`src/rtl/hbk_pkg.sv`:
```
package hbk_pkg;
  typedef enum logic [2:0] {
    PH_REST   = 3'd0,
    PH_GAP_HS = 3'd1,
    PH_HS     = 3'd2,
    PH_GAP_LS = 3'd3,
    PH_LS     = 3'd4,
    PH_FLOAT  = 3'd5
  } phase_e;

  function automatic int unsigned max2(input int unsigned a, input int unsigned b);
    return (a > b) ? a : b;
  endfunction
endpackage

```
`src/rtl/hbk_sync.sv`:
```
module hbk_sync #(
  parameter int WIDTH  = 3,
  parameter int STAGES = 2
) (
  input  logic             clk,
  input  logic             rst_n,
  input  logic [WIDTH-1:0] d,
  output logic [WIDTH-1:0] q
);
  logic [STAGES-1:0][WIDTH-1:0] pipe;

  always_ff @(posedge clk or negedge rst_n) begin
    if (!rst_n) begin
      pipe <= '0;
    end else begin
      pipe[0] <= d;
      for (int i = 1; i < STAGES; i++) pipe[i] <= pipe[i-1];
    end
  end

  assign q = pipe[STAGES-1];
endmodule

```
`src/rtl/hbk_count.sv`:
```
module hbk_count #(
  parameter int W     = 4,
  parameter int LIMIT = 15,
  parameter int INIT  = 0
) (
  input  logic         clk,
  input  logic         rst_n,
  input  logic         clr,
  output logic [W-1:0] q
);
  localparam logic [W-1:0] LIM_V  = W'(LIMIT);
  localparam logic [W-1:0] INIT_V = W'(INIT);

  always_ff @(posedge clk or negedge rst_n) begin
    if (!rst_n)           q <= INIT_V;
    else if (clr)         q <= '0;
    else if (q != LIM_V)  q <= q + 1'b1;
  end
endmodule

```
`src/rtl/hbk_fsm.sv`:
```
module hbk_fsm
  import hbk_pkg::*;
#(
  parameter int DEAD_CYC = 2,
  parameter int TON_CYC  = 10,
  parameter int TOFF_CYC = 10,
  parameter int PH_W     = 4,
  parameter int OFF_W    = 4
) (
  input  logic             clk,
  input  logic             rst_n,
  input  logic             enable,
  input  logic             fb_low,
  input  logic             oc,
  input  logic             iz,
  input  logic [PH_W-1:0]  ph_cnt,
  input  logic [OFF_W-1:0] off_cnt,
  output logic             ph_clr,
  output logic             off_clr,
  output logic             hs_on,
  output logic             ls_on,
  output logic             node_float
);
  localparam logic [PH_W-1:0]  DEAD_LAST = PH_W'(DEAD_CYC - 1);
  localparam logic [PH_W-1:0]  ON_LAST   = PH_W'(TON_CYC - 1);
  localparam logic [OFF_W-1:0] OFF_LAST  = OFF_W'(TOFF_CYC - 1);

  phase_e st, st_nx;
  logic   gap_done, on_done, restart;

  assign gap_done = (ph_cnt >= DEAD_LAST);
  assign on_done  = (ph_cnt >= ON_LAST);
  assign restart  = (off_cnt >= OFF_LAST) && fb_low;

  always_comb begin
    st_nx = st;
    if (!enable) begin
      st_nx = PH_REST;
    end else begin
      case (st)
        PH_REST:   if (restart) st_nx = PH_GAP_HS;
        PH_GAP_HS: if (gap_done) st_nx = PH_HS;
        PH_HS:     if (oc || (on_done && !fb_low)) st_nx = PH_GAP_LS;
        PH_GAP_LS: if (gap_done) st_nx = iz ? PH_FLOAT : PH_LS;
        PH_LS:     if (restart) st_nx = PH_GAP_HS;
                   else if (iz) st_nx = PH_FLOAT;
        PH_FLOAT:  if (restart) st_nx = PH_GAP_HS;
        default:   st_nx = PH_REST;
      endcase
    end
  end

  always_ff @(posedge clk or negedge rst_n) begin
    if (!rst_n) st <= PH_REST;
    else        st <= st_nx;
  end

  assign ph_clr     = (st_nx != st);
  assign off_clr    = (st == PH_HS);
  assign hs_on      = (st == PH_HS);
  assign ls_on      = (st == PH_LS);
  assign node_float = (st == PH_REST) || (st == PH_FLOAT);
endmodule

```
`src/rtl/hbuck_gate_ctrl.sv`:
```
module hbuck_gate_ctrl
  import hbk_pkg::*;
#(
  parameter int DEAD_CYC    = 2,
  parameter int TON_CYC     = 10,
  parameter int TOFF_CYC    = 10,
  parameter int SYNC_STAGES = 2
) (
  input  logic clk,
  input  logic rst_n,
  input  logic enable,
  input  logic fb_below,
  input  logic hs_overcurrent,
  input  logic il_low,
  output logic hs_gate,
  output logic ls_gate,
  output logic sw_hiz
);
  localparam int PH_LIM = int'(max2(TON_CYC, DEAD_CYC));
  localparam int PH_W   = $clog2(PH_LIM + 1);
  localparam int OFF_W  = $clog2(TOFF_CYC + 1);

  logic [2:0]       flags_s;
  logic             fb_s, oc_s, iz_s;
  logic             ph_clr, off_clr;
  logic [PH_W-1:0]  ph_cnt;
  logic [OFF_W-1:0] off_cnt;

  hbk_sync #(.WIDTH(3), .STAGES(SYNC_STAGES)) u_sync (
    .clk   (clk),
    .rst_n (rst_n),
    .d     ({il_low, hs_overcurrent, fb_below}),
    .q     (flags_s)
  );
  assign {iz_s, oc_s, fb_s} = flags_s;

  // phase timer: dead-time and on-time, restarts on every phase change
  hbk_count #(.W(PH_W), .LIMIT(PH_LIM), .INIT(0)) u_ph_cnt (
    .clk (clk), .rst_n (rst_n), .clr (ph_clr), .q (ph_cnt)
  );

  // off timer: cycles since the high side last conducted; starts satisfied
  hbk_count #(.W(OFF_W), .LIMIT(TOFF_CYC), .INIT(TOFF_CYC)) u_off_cnt (
    .clk (clk), .rst_n (rst_n), .clr (off_clr), .q (off_cnt)
  );

  hbk_fsm #(
    .DEAD_CYC (DEAD_CYC), .TON_CYC (TON_CYC), .TOFF_CYC (TOFF_CYC),
    .PH_W     (PH_W),     .OFF_W   (OFF_W)
  ) u_fsm (
    .clk        (clk),
    .rst_n      (rst_n),
    .enable     (enable),
    .fb_low     (fb_s),
    .oc         (oc_s),
    .iz         (iz_s),
    .ph_cnt     (ph_cnt),
    .off_cnt    (off_cnt),
    .ph_clr     (ph_clr),
    .off_clr    (off_clr),
    .hs_on      (hs_gate),
    .ls_on      (ls_gate),
    .node_float (sw_hiz)
  );
endmodule

```
`config.mk`:
```
export PLATFORM = sky130hd
export DESIGN_NAME = hbuck_gate_ctrl
export DESIGN_NICKNAME = d
export VERILOG_FILES = /design/src/rtl/hbk_pkg.sv /design/src/rtl/hbk_sync.sv /design/src/rtl/hbk_count.sv /design/src/rtl/hbk_fsm.sv /design/src/rtl/hbuck_gate_ctrl.sv
export SDC_FILE = /design/constraint.sdc
export NUM_CORES = 1
export LEC_CHECK = 0
export BUFFER_PORTS_ARGS = -buffer_cell sky130_fd_sc_hd__clkbuf_2
export CAP_MARGIN = 20
export CORE_ASPECT_RATIO = 0.7
export CORE_MARGIN = 2
export CORE_UTILIZATION = 45
export DETAILED_ROUTE_END_ITERATION = 8
export PLACE_DENSITY = 0.73
export SLEW_MARGIN = 10
export SYNTH_ARGS = -nofsm -noshare
export SYNTH_HDL_FRONTEND = slang
export SYNTH_SLANG_ARGS = --single-unit
```
`constraint.sdc`:
```
create_clock -name clk -period 3 [get_ports clk]
set_input_delay 0.6 -clock clk [delete_from_list [all_inputs] [get_ports clk]]
set_output_delay 0.6 -clock clk [all_outputs]
set_load 0.005 [all_outputs]
```
After elaboration in Yosys (flattened, before gate mapping)
Cells that the tools add are included.
{ "word_totals": {"register_bits": 17, "inputBits": 6, "out_inout_bits": 3} }
{ "classes": {"add_sub_neg": 2, "magnitude_cmp": 3, "eq_ne": 8, "mux": 13, "n_reduce_logical": 9} }
{ "op_table": {"columns": ["operator", "count"], "rows": [
  ["$mux 3", 7],
  ["$mux 4", 4],
  ["$pmux 3 s5", 1],
  ["$add 4x1->4 const B", 2],
  ["$ge 4x4->1 const B", 2],
  ["$ne 4x4->1 const B", 2],
  ["$eq 3x2->1 const B", 2],
  ["$eq 3x3->1 const B", 2],
  ["$ge 4x1->1 const B", 1],
  ["$reduce_bool 2->1", 2],
  ["$eq 3x1->1 const B", 1],
  ["$logic_not 3->1", 1],
  ["$ne 3x3->1", 1],
  ["$logic_and 1x1->1", 2],
  ["$logic_or 1x1->1", 2],
  ["$reduce_or 2->1", 1],
  ["$logic_not 1->1", 1],
  ["$mux 1", 1]
]} }

Logic depth before layout (Yosys ltp)
Gate-level depths: netlist of the first run.
{ "depth": {"depth_word": 8, "mapped_depth": 6, "mapped_depth_nobuf": 6} }

By module
A second synthesis of the first run with hierarchy kept.
{ "unflattened": {"hier_cells": 87, "hier_area_um2": 922.1} }
{ "by_module_without_submodules": {"columns": ["module", "n_inst", "cells_each", "area_each_um2", "seq_area_each_um2"], "rows": [
  ["hbk_fsm", 1, 39, 312.8, 75.1],
  ["hbk_count (u_off_cnt)", 1, 20, 221.5, 102.6],
  ["hbk_count (u_ph_cnt)", 1, 19, 215.2, 100.1],
  ["hbk_sync", 1, 9, 172.7, 150.1]
]} }

Least setup slack after synthesis of the first run
Ideal clock, no wire load.
{ "synth_timing": {"kind": "flip-flop to flip-flop", "from": "register u_off_cnt.q[1]", "to": "register u_ph_cnt.q[0]", "arrival_time_ns": 1.753, "required_ns": 2.921, "setup_slack_ns": 1.168, "path_stages_with_launch": 7, "path_buffers": 0, "cell_sequence": "dfstp_2 > inv_1 > ha_1 > nor3b_2 > o31ai_1 > a311oi_4 > mux2i_1"} }
{ "synth_between": {"elab_chain_len": 7} }
{ "synth_rtl": {"columns": ["element", "line_no", "source"], "rows": [
  ["start: declaration", "hbk_count.sv:9", "output logic [W-1:0] q"],
  ["start signal: assignment", "hbk_count.sv:17", "else if (q != LIM_V) q <= q + 1'b1;"],
  ["$ge 4x4->1 (*)", "hbk_fsm.sv:33", "assign restart = (off_cnt >= OFF_LAST) && fb_low;"],
  ["$logic_and 1x1->1 (*)", "hbk_fsm.sv:33", null],
  ["$mux 3 (on tied branches)", "hbk_fsm.sv:41, hbk_fsm.sv:47, hbk_fsm.sv:45", null],
  ["$pmux 3 s5 (*)", "hbk_fsm.sv:40", "case (st)"],
  ["$mux 3 (*)", "hbk_fsm.sv:37", "if (!enable) begin"],
  ["$ne 3x3->1 (*)", "hbk_fsm.sv:58", "assign ph_clr = (st_nx != st);"],
  ["$mux 4 or $reduce_bool 2->1 (tied branches)", null, null],
  ["end signal: assignment", "hbk_count.sv:17", null],
  ["end: declaration", "hbk_count.sv:9", null]
]} }
Every way passes the cells marked *; elsewhere a longest branch is shown, timed or not.
A chain may end at the register's enable or synchronous reset.

Final worst setup path of the first run
{ "layout_timing": {"from": "register u_fsm.st[0]", "to": "output hs_gate"} }
{ "layout_between": {"elab_chain_len": 1} }
{ "layout_rtl": {"columns": ["element", "line_no", "source"], "rows": [
  ["start: declaration", "hbk_fsm.sv:28", "phase_e st, st_nx;"],
  ["start signal: assignment", "hbk_fsm.sv:55", "else st <= st_nx;"],
  ["$eq 3x2->1", "hbk_fsm.sv:60", "assign hs_on = (st == PH_HS);"],
  ["end: declaration", "hbuck_gate_ctrl.sv:15", "output logic hs_gate,"]
]} }
Every way passes these cells.

==> reports/summary.txt, run 1 <==
Starting Density - 47.9%
Num CTS Buffers - 3
Synth cell types - 33
power per cell area - 824 mW/mm2
PnR Total Power - 0.936 mW
R2R Setup Slk - 0.99 ns
Final ANT Viol Nets - 0
period utilisation layout - 72.2%
Via Count - 739
syn_nets - 109
synthesized instance count - 95
drt initial violations - 21
#FFs+latches synth - 17
Worst-Margin Slew - 0.426 ns
CTS tree - yes
die width - 61.5 um
Leakage - 0.510 nW
commonest cells in the synthesized netlist - dfrtp_1, o211ai_1, ha_1, inv_1, nor2_1
Seq/Total Area, Yosys - 41.1%
Post-Route WL - 1860 um
die height - 44.2 um
CP Launch Type - flip-flop
Clk Tree Root Cell - clkbuf_4
io pins - 9
R2R Path End - u_ph_cnt.q[2]$_DFFE_PN0P_
CP Cell Sequence - nand2b_1 > nor2_1 > clkbuf_2
share of layout cells above drive strength 1 - 23.8%
Pre-antenna DRT Iters - 4
Slew Viols, Final - 0
max capacitance violation total - 0
H-Tree Depth - 1
status - completed
# Post-CTS Setup Buffers - 0
nets - 120
warnings from Yosys - 0
Max stage delay on crit path - 0.54 ns
DRC - 0
drt wl/cell - 13.6 um
CP max FO - 11
clk_skew - 0.00241 ns
asr flop ratio synth - 100%
first-pass GRT wire length - 3190 um
largest net degree at the start of global routing - 18
Clock transition at path regs - 0.10 ns
vias per inst - 5.39
Mapped Avg Cell Area - 11.0 um2
Worst EP arrival - 1.57 ns
clock buffer depth - 2
top-area cell type share of the netlist area - 36.1%
fin cells - 137
sw power - 0.384 mW
area leader, netlist - dfrtp_1
dpl cells - 133
ys flop type - dfrtp_1
ant diodes - 0
Final Hold Fails - 0
top cells by area, synth - dfrtp_1, ha_1, o211ai_1, dfstp_2, mux2i_1
Setup Crit Path Kind - flip-flop to output port
TNS Setup - 0 ns
logic gate share of total power - 44.6%
fillcell total - 189
GPL Wtd Cong - 0.828
Fmax - 462 MHz
Port Buffers - 8
Worst R2R Start - u_ph_cnt.q[1]$_DFFE_PN0P_
CTS Sinks - 17
Final min period - 2.17 ns
Rel. slew slack - 71.6%
Die ar. - 0.00272 mm2
Post-Syn Area - 0.00104 mm2
cts hold-fix bufs - 0
Critical Path Sink Type - output port
post-CTS sizing - 0
Layout area overhead - 9.13%
Core Rows - 14
gr usage total - 16.5%
most numerous cell in the Yosys netlist - dfrtp_1
Worst-Skew Late Latency - 0.29 ns
Max VDD drop - 0.000316 V
data required time at the worst endpoint - 2.40 ns
vias in the first global route - 700
worst hold path class - input port to async pin
sequential share of power - 41.8%
Critical-path top delay cell - dfrtp_1
final setup fails - 0
internal power - 0.551 mW
Worst Reg-to-Reg Cells - 6
GRT Residual Overflow - 0
switch share - 41.1%
EDFF count, synth - 0
Util after Layout - 52.3%
initial antenna violation count - 0
core area - 0.00217 mm2
RSZ-0062 raised after global routing - false
clock network power share - 13.5%
HPWL Detailed - 1440 um
==> critical path, delay by kind of cell (launching register included) <==
family | cells | cell delay (ns)
and+or+nand+nor | 2 | 0.55
DFF | 1 | 0.54
buffers and inverters | 1 | 0.18
==> placed cells by master, fill, tap and decap left out, types with 2 or more instances in the layout <==
cell / netlist / layout
nand2b_1: 5 / 5
nand3b_1: 2 / 2
xnor2_1: 4 / 4
xor2_1: 2 / 2
o211ai_1: 9 / 9
mux2i_1: 5 / 5
dfrtp_1: 15 / 15
dfstp_2: 2 / 2
clkbuf_4: 0 / 3
ha_1: 8 / 8
o21ai_0: 2 / 2
clkbuf_2: 0 / 8
nand2_1: 4 / 4
inv_1: 8 / 8
nand3_1: 3 / 3
nor2_1: 6 / 6
==> sequential cells by signal (all words and copies together), names as in the netlist <==
register	cells
u_off_cnt.q	4
u_ph_cnt.q	4
u_fsm.st	3
u_sync.pipe	3
u_sync.q	3
==> cell type report <==
type	instances	area, um2	area share [%]
repair buffers	8	40.0	3.52
inverters	8	30.0	2.64
flip-flops and latches	17	428	37.7
well taps	32	40.0	3.52
multi-input cells	68	568	50.0
clock inverters	1	7.51	0.661
clock buffers	3	22.5	1.98
==> metal layers <==
metal	track usage, %	share of wire (%)	vias to the layer above
met3	6.14	4.9	2
li1	-	-	353
met4	5.11	0.70	0
met2	26.9	46	23
met1	20.5	49	361
met5	0	0	-
==> worst max-delay path by stage <==
stage / start / end / slack [ns]
finish: u_fsm.st[0]$_DFF_PN0_ / hs_gate / 0.83
global placement: u_off_cnt.q[1]$_DFFE_PN1P_ / u_ph_cnt.q[2]$_DFFE_PN0P_ / 1.09
floorplan: u_off_cnt.q[1]$_DFFE_PN1P_ / u_ph_cnt.q[0]$_DFFE_PN0P_ / 1.17
global route: u_fsm.st[0]$_DFF_PN0_ / hs_gate / 0.67
detailed placement: u_ph_cnt.q[1]$_DFFE_PN0P_ / u_ph_cnt.q[2]$_DFFE_PN0P_ / 1.01
CTS: u_fsm.st[0]$_DFF_PN0_ / hs_gate / 0.80
==> stage by stage <==
| stage | setup slack, ns | hold WS (ns) | area (um2) |
|---|---|---|---|
| 6_report | 0.833 | 0.210 | 1140 |
| 5_1_grt | 0.674 | 0.230 | 1140 |
| 4_1_cts | 0.799 | 0.219 | 1140 |
| 3_5_place_dp | 1.01 | 0.337 | 1110 |
| 3_3_place_gp | 1.09 | 0.336 | 1110 |
| 2_1_floorplan | 1.17 | 0.304 | 1040 |
==> power groups by stage <==
stage | Combinational [mW] | Sequential [mW] | Clock (mW)
3_5_place_dp | 0.420 | 0.396 | 0
5_1_grt | 0.475 | 0.403 | 0.144
3_3_place_gp | 0.397 | 0.388 | 0
4_1_cts | 0.424 | 0.391 | 0.132
6_report | 0.418 | 0.392 | 0.126
2_1_floorplan | 0.352 | 0.360 | 0
==> kinds of logic (layout without fill, tap and decap cells) <==
family,count (synthesis),count (layout),share of synthesized area [%]
AO/OA/AOI/OAI,19,19,16.5
multiplexers,6,6,5.89
XOR/XNOR,6,6,5.05
AND/OR/NAND/NOR,29,29,17.5
flip-flops,17,17,41.1
adder cells (fa/ha/maj),8,8,9.62
buffers and inverters,10,20,4.33
(Power assumes the default switching activity.)
==> run 2, diff against run 1 <==
--- a/config.mk
+++ b/config.mk
@@ -11,7 +11,7 @@
 export CORE_MARGIN = 2
 export CORE_UTILIZATION = 45
 export DETAILED_ROUTE_END_ITERATION = 8
-export PLACE_DENSITY = 0.73
+export PLACE_DENSITY = 0.75
 export SLEW_MARGIN = 10
 export SYNTH_ARGS = -nofsm -noshare
 export SYNTH_HDL_FRONTEND = slang
==> constraint.sdc (replaced) <==
create_clock -name clk -period 1.96 [get_ports clk]
set_input_delay 0.392 -clock clk [delete_from_list [all_inputs] [get_ports clk]]
set_output_delay 0.392 -clock clk [all_outputs]
set_load 0.005 [all_outputs]
==> run 2 against run 1 <==
Effect of this change: flip-flop and latch count did not move; design area rose by 5.6%; clock power up 58%; combinational power up 80%; die area unchanged; global-route usage is 0.52 points lower; clock skew decreased by 0.00065 ns; register-to-register slack worse by 0.99 ns; critical path depth increased by 3.
==> reports/summary.txt, run 2 (same netlist as run 1, synthesis figures left out) <==
Port Buffers - 8
drt wl/cell - 13.4 um
DRC - 0
Post-Route WL - 1900 um
Clk Tree Root Cell - clkbuf_4
GRT Residual Overflow - 0
largest net degree at the start of global routing - 18
GPL Wtd Cong - 0.788
core area - 0.00217 mm2
DP Worst Slack - 0.0130 ns
fillcell total - 197
Clock transition at path regs - 0.11 ns
TNS Setup - 0 ns
clk_skew - 0.00176 ns
Worst-Margin Slew - 0.420 ns
H-Tree Depth - 1
drt initial violations - 46
logic gate share of total power - 48.6%
CP max FO - 5
gr usage total - 16.0%
Starting Density - 47.9%
HPWL Detailed - 1390 um
max capacitance violation total - 0
Fmax - 511 MHz
sw power - 0.637 mW
switch share - 41.1%
worst hold path class - input port to async pin
first-pass GRT wire length - 3180 um
internal power - 0.911 mW
status - completed
sequential share of power - 38.5%
share of layout cells above drive strength 1 - 31.8%
Final Hold Fails - 0
die height - 44.2 um
Regs by FF count - u_off_cnt.q: 4 flops, u_ph_cnt.q: 4 flops
final setup margin - 0.00191 ns
Worst R2R Start - u_ph_cnt.q[0]$_DFFE_PN0P_
met3 usage - 6.14%
Num CTS Buffers - 3
Die ar. - 0.00272 mm2
RSZ-0062 raised after global routing - true
Pre-antenna DRT Iters - 4
power per cell area - 1290 mW/mm2
final setup fails - 0
nets - 125
Max VDD drop - 0.000530 V
CP Launch Point - u_ph_cnt.q[0]$_DFFE_PN0P_
clock buffer depth - 2
Worst-Skew Late Latency - 0.29 ns
CP Launch Type - flip-flop
GR Layer Usage met1 - 22.8%
Core Rows - 14
cts hold-fix bufs - 0
die width - 61.5 um
fin cells - 142
Final ANT Viol Nets - 0
vias per inst - 5.16
Worst EP arrival - 2.14 ns
CTS tree - yes
most frequent cells in the layout - dfrtp_1, o211ai_1, clkbuf_2
Setup Crit Path Kind - flip-flop to flip-flop
met2 Use GR - 24.4%
data required time at the worst endpoint - 2.15 ns
Via Count - 733
initial antenna violation count - 0
io pins - 9
Rel. slew slack - 72.0%
CTS Sinks - 17
period utilisation layout - 99.9%
Top Usage Layer GRT - met2
Critical Path Sink Type - flip-flop
vias in the first global route - 702
dpl cells - 135
Final min period - 1.96 ns
R2R Setup Slk - 0.002 ns
commonest non-fill, non-tap cell in the layout - dfrtp_1
Layout area overhead - 15.3%
Slew Viols, Final - 0
Leakage - 0.534 nW
clock network power share - 12.8%
ant diodes - 0
-- run 2: per-stage QoR --
step,cell area (um2),hold WS (ns),util (%),power (mW)
after floorplan,1040,0.0964,-,1.09
after global placement,1120,0.333,51.6,1.22
after detailed placement,1120,0.336,51.6,1.27
after CTS,1150,0.0170,53.0,1.47
after global routing,1200,0.00837,55.2,1.68
final,1200,0.00448,55.2,1.55
-- run 2: worst max-delay path: stages, from the launching register on --
cell and delay (ns):
dfrtp_1 0.44, ha_2 0.22, or4b_4 0.56, a211oi_4 0.30, a311oi_4 0.06, buf_6 0.16, mux2i_1 0.11
-- run 2: path summary, 6_finish.rpt --
| kind | to | depth (start not counted) |
|---|---|---|
| setup / recovery | u_ph_cnt.q[2]$_DFFE_PN0P_ | 6 |
| hold / removal | u_fsm.st[0]$_DFF_PN0_ | 1 |
| setup reg to reg | u_ph_cnt.q[2]$_DFFE_PN0P_ | 6 |
| hold reg to reg | u_sync.q[0]$_DFF_PN0_ | 0 |
| max in group asynchronous | u_off_cnt.q[1]$_DFFE_PN1P_ | 1 |
| min in group clk | u_sync.pipe[1]$_DFF_PN0_ | 1 |
-- run 2: repair_timing --
item / 4_1_cts / 5_1_grt
gates cloned: 0 / 0
pin swaps: 1 / 4
setup endpoints to repair: 4 / 5
setup buffers: 0 / 3
resized for setup: 0 / 8
-- run 2: per-layer routing --
metal,wire (um),part of all wire [%]
met5,0,0
met4,21,1.1
met3,73,3.8
met2,859,45
met1,947,50
-- run 2: area by class of cell --
cell class	count	area, um2	share of cell area (%)
well taps	32	40.0	3.34
repair buffers	13	81.3	6.78
inverters	8	30.0	2.50
multi-input cells	68	589	49.1
flip-flops and latches	17	429	35.8
clock inverters	1	7.51	0.626
clock buffers	3	22.5	1.88
-- run 2: power by group through the flow --
| stage | logic [mW] | registers [mW] | clock network [mW] |
|---|---|---|---|
| finish | 0.752 | 0.596 | 0.199 |
| global route | 0.837 | 0.615 | 0.224 |
| CTS | 0.674 | 0.590 | 0.203 |
| detailed placement | 0.674 | 0.595 | 0 |
| global placement | 0.638 | 0.587 | 0 |
| floorplan | 0.539 | 0.551 | 0 |
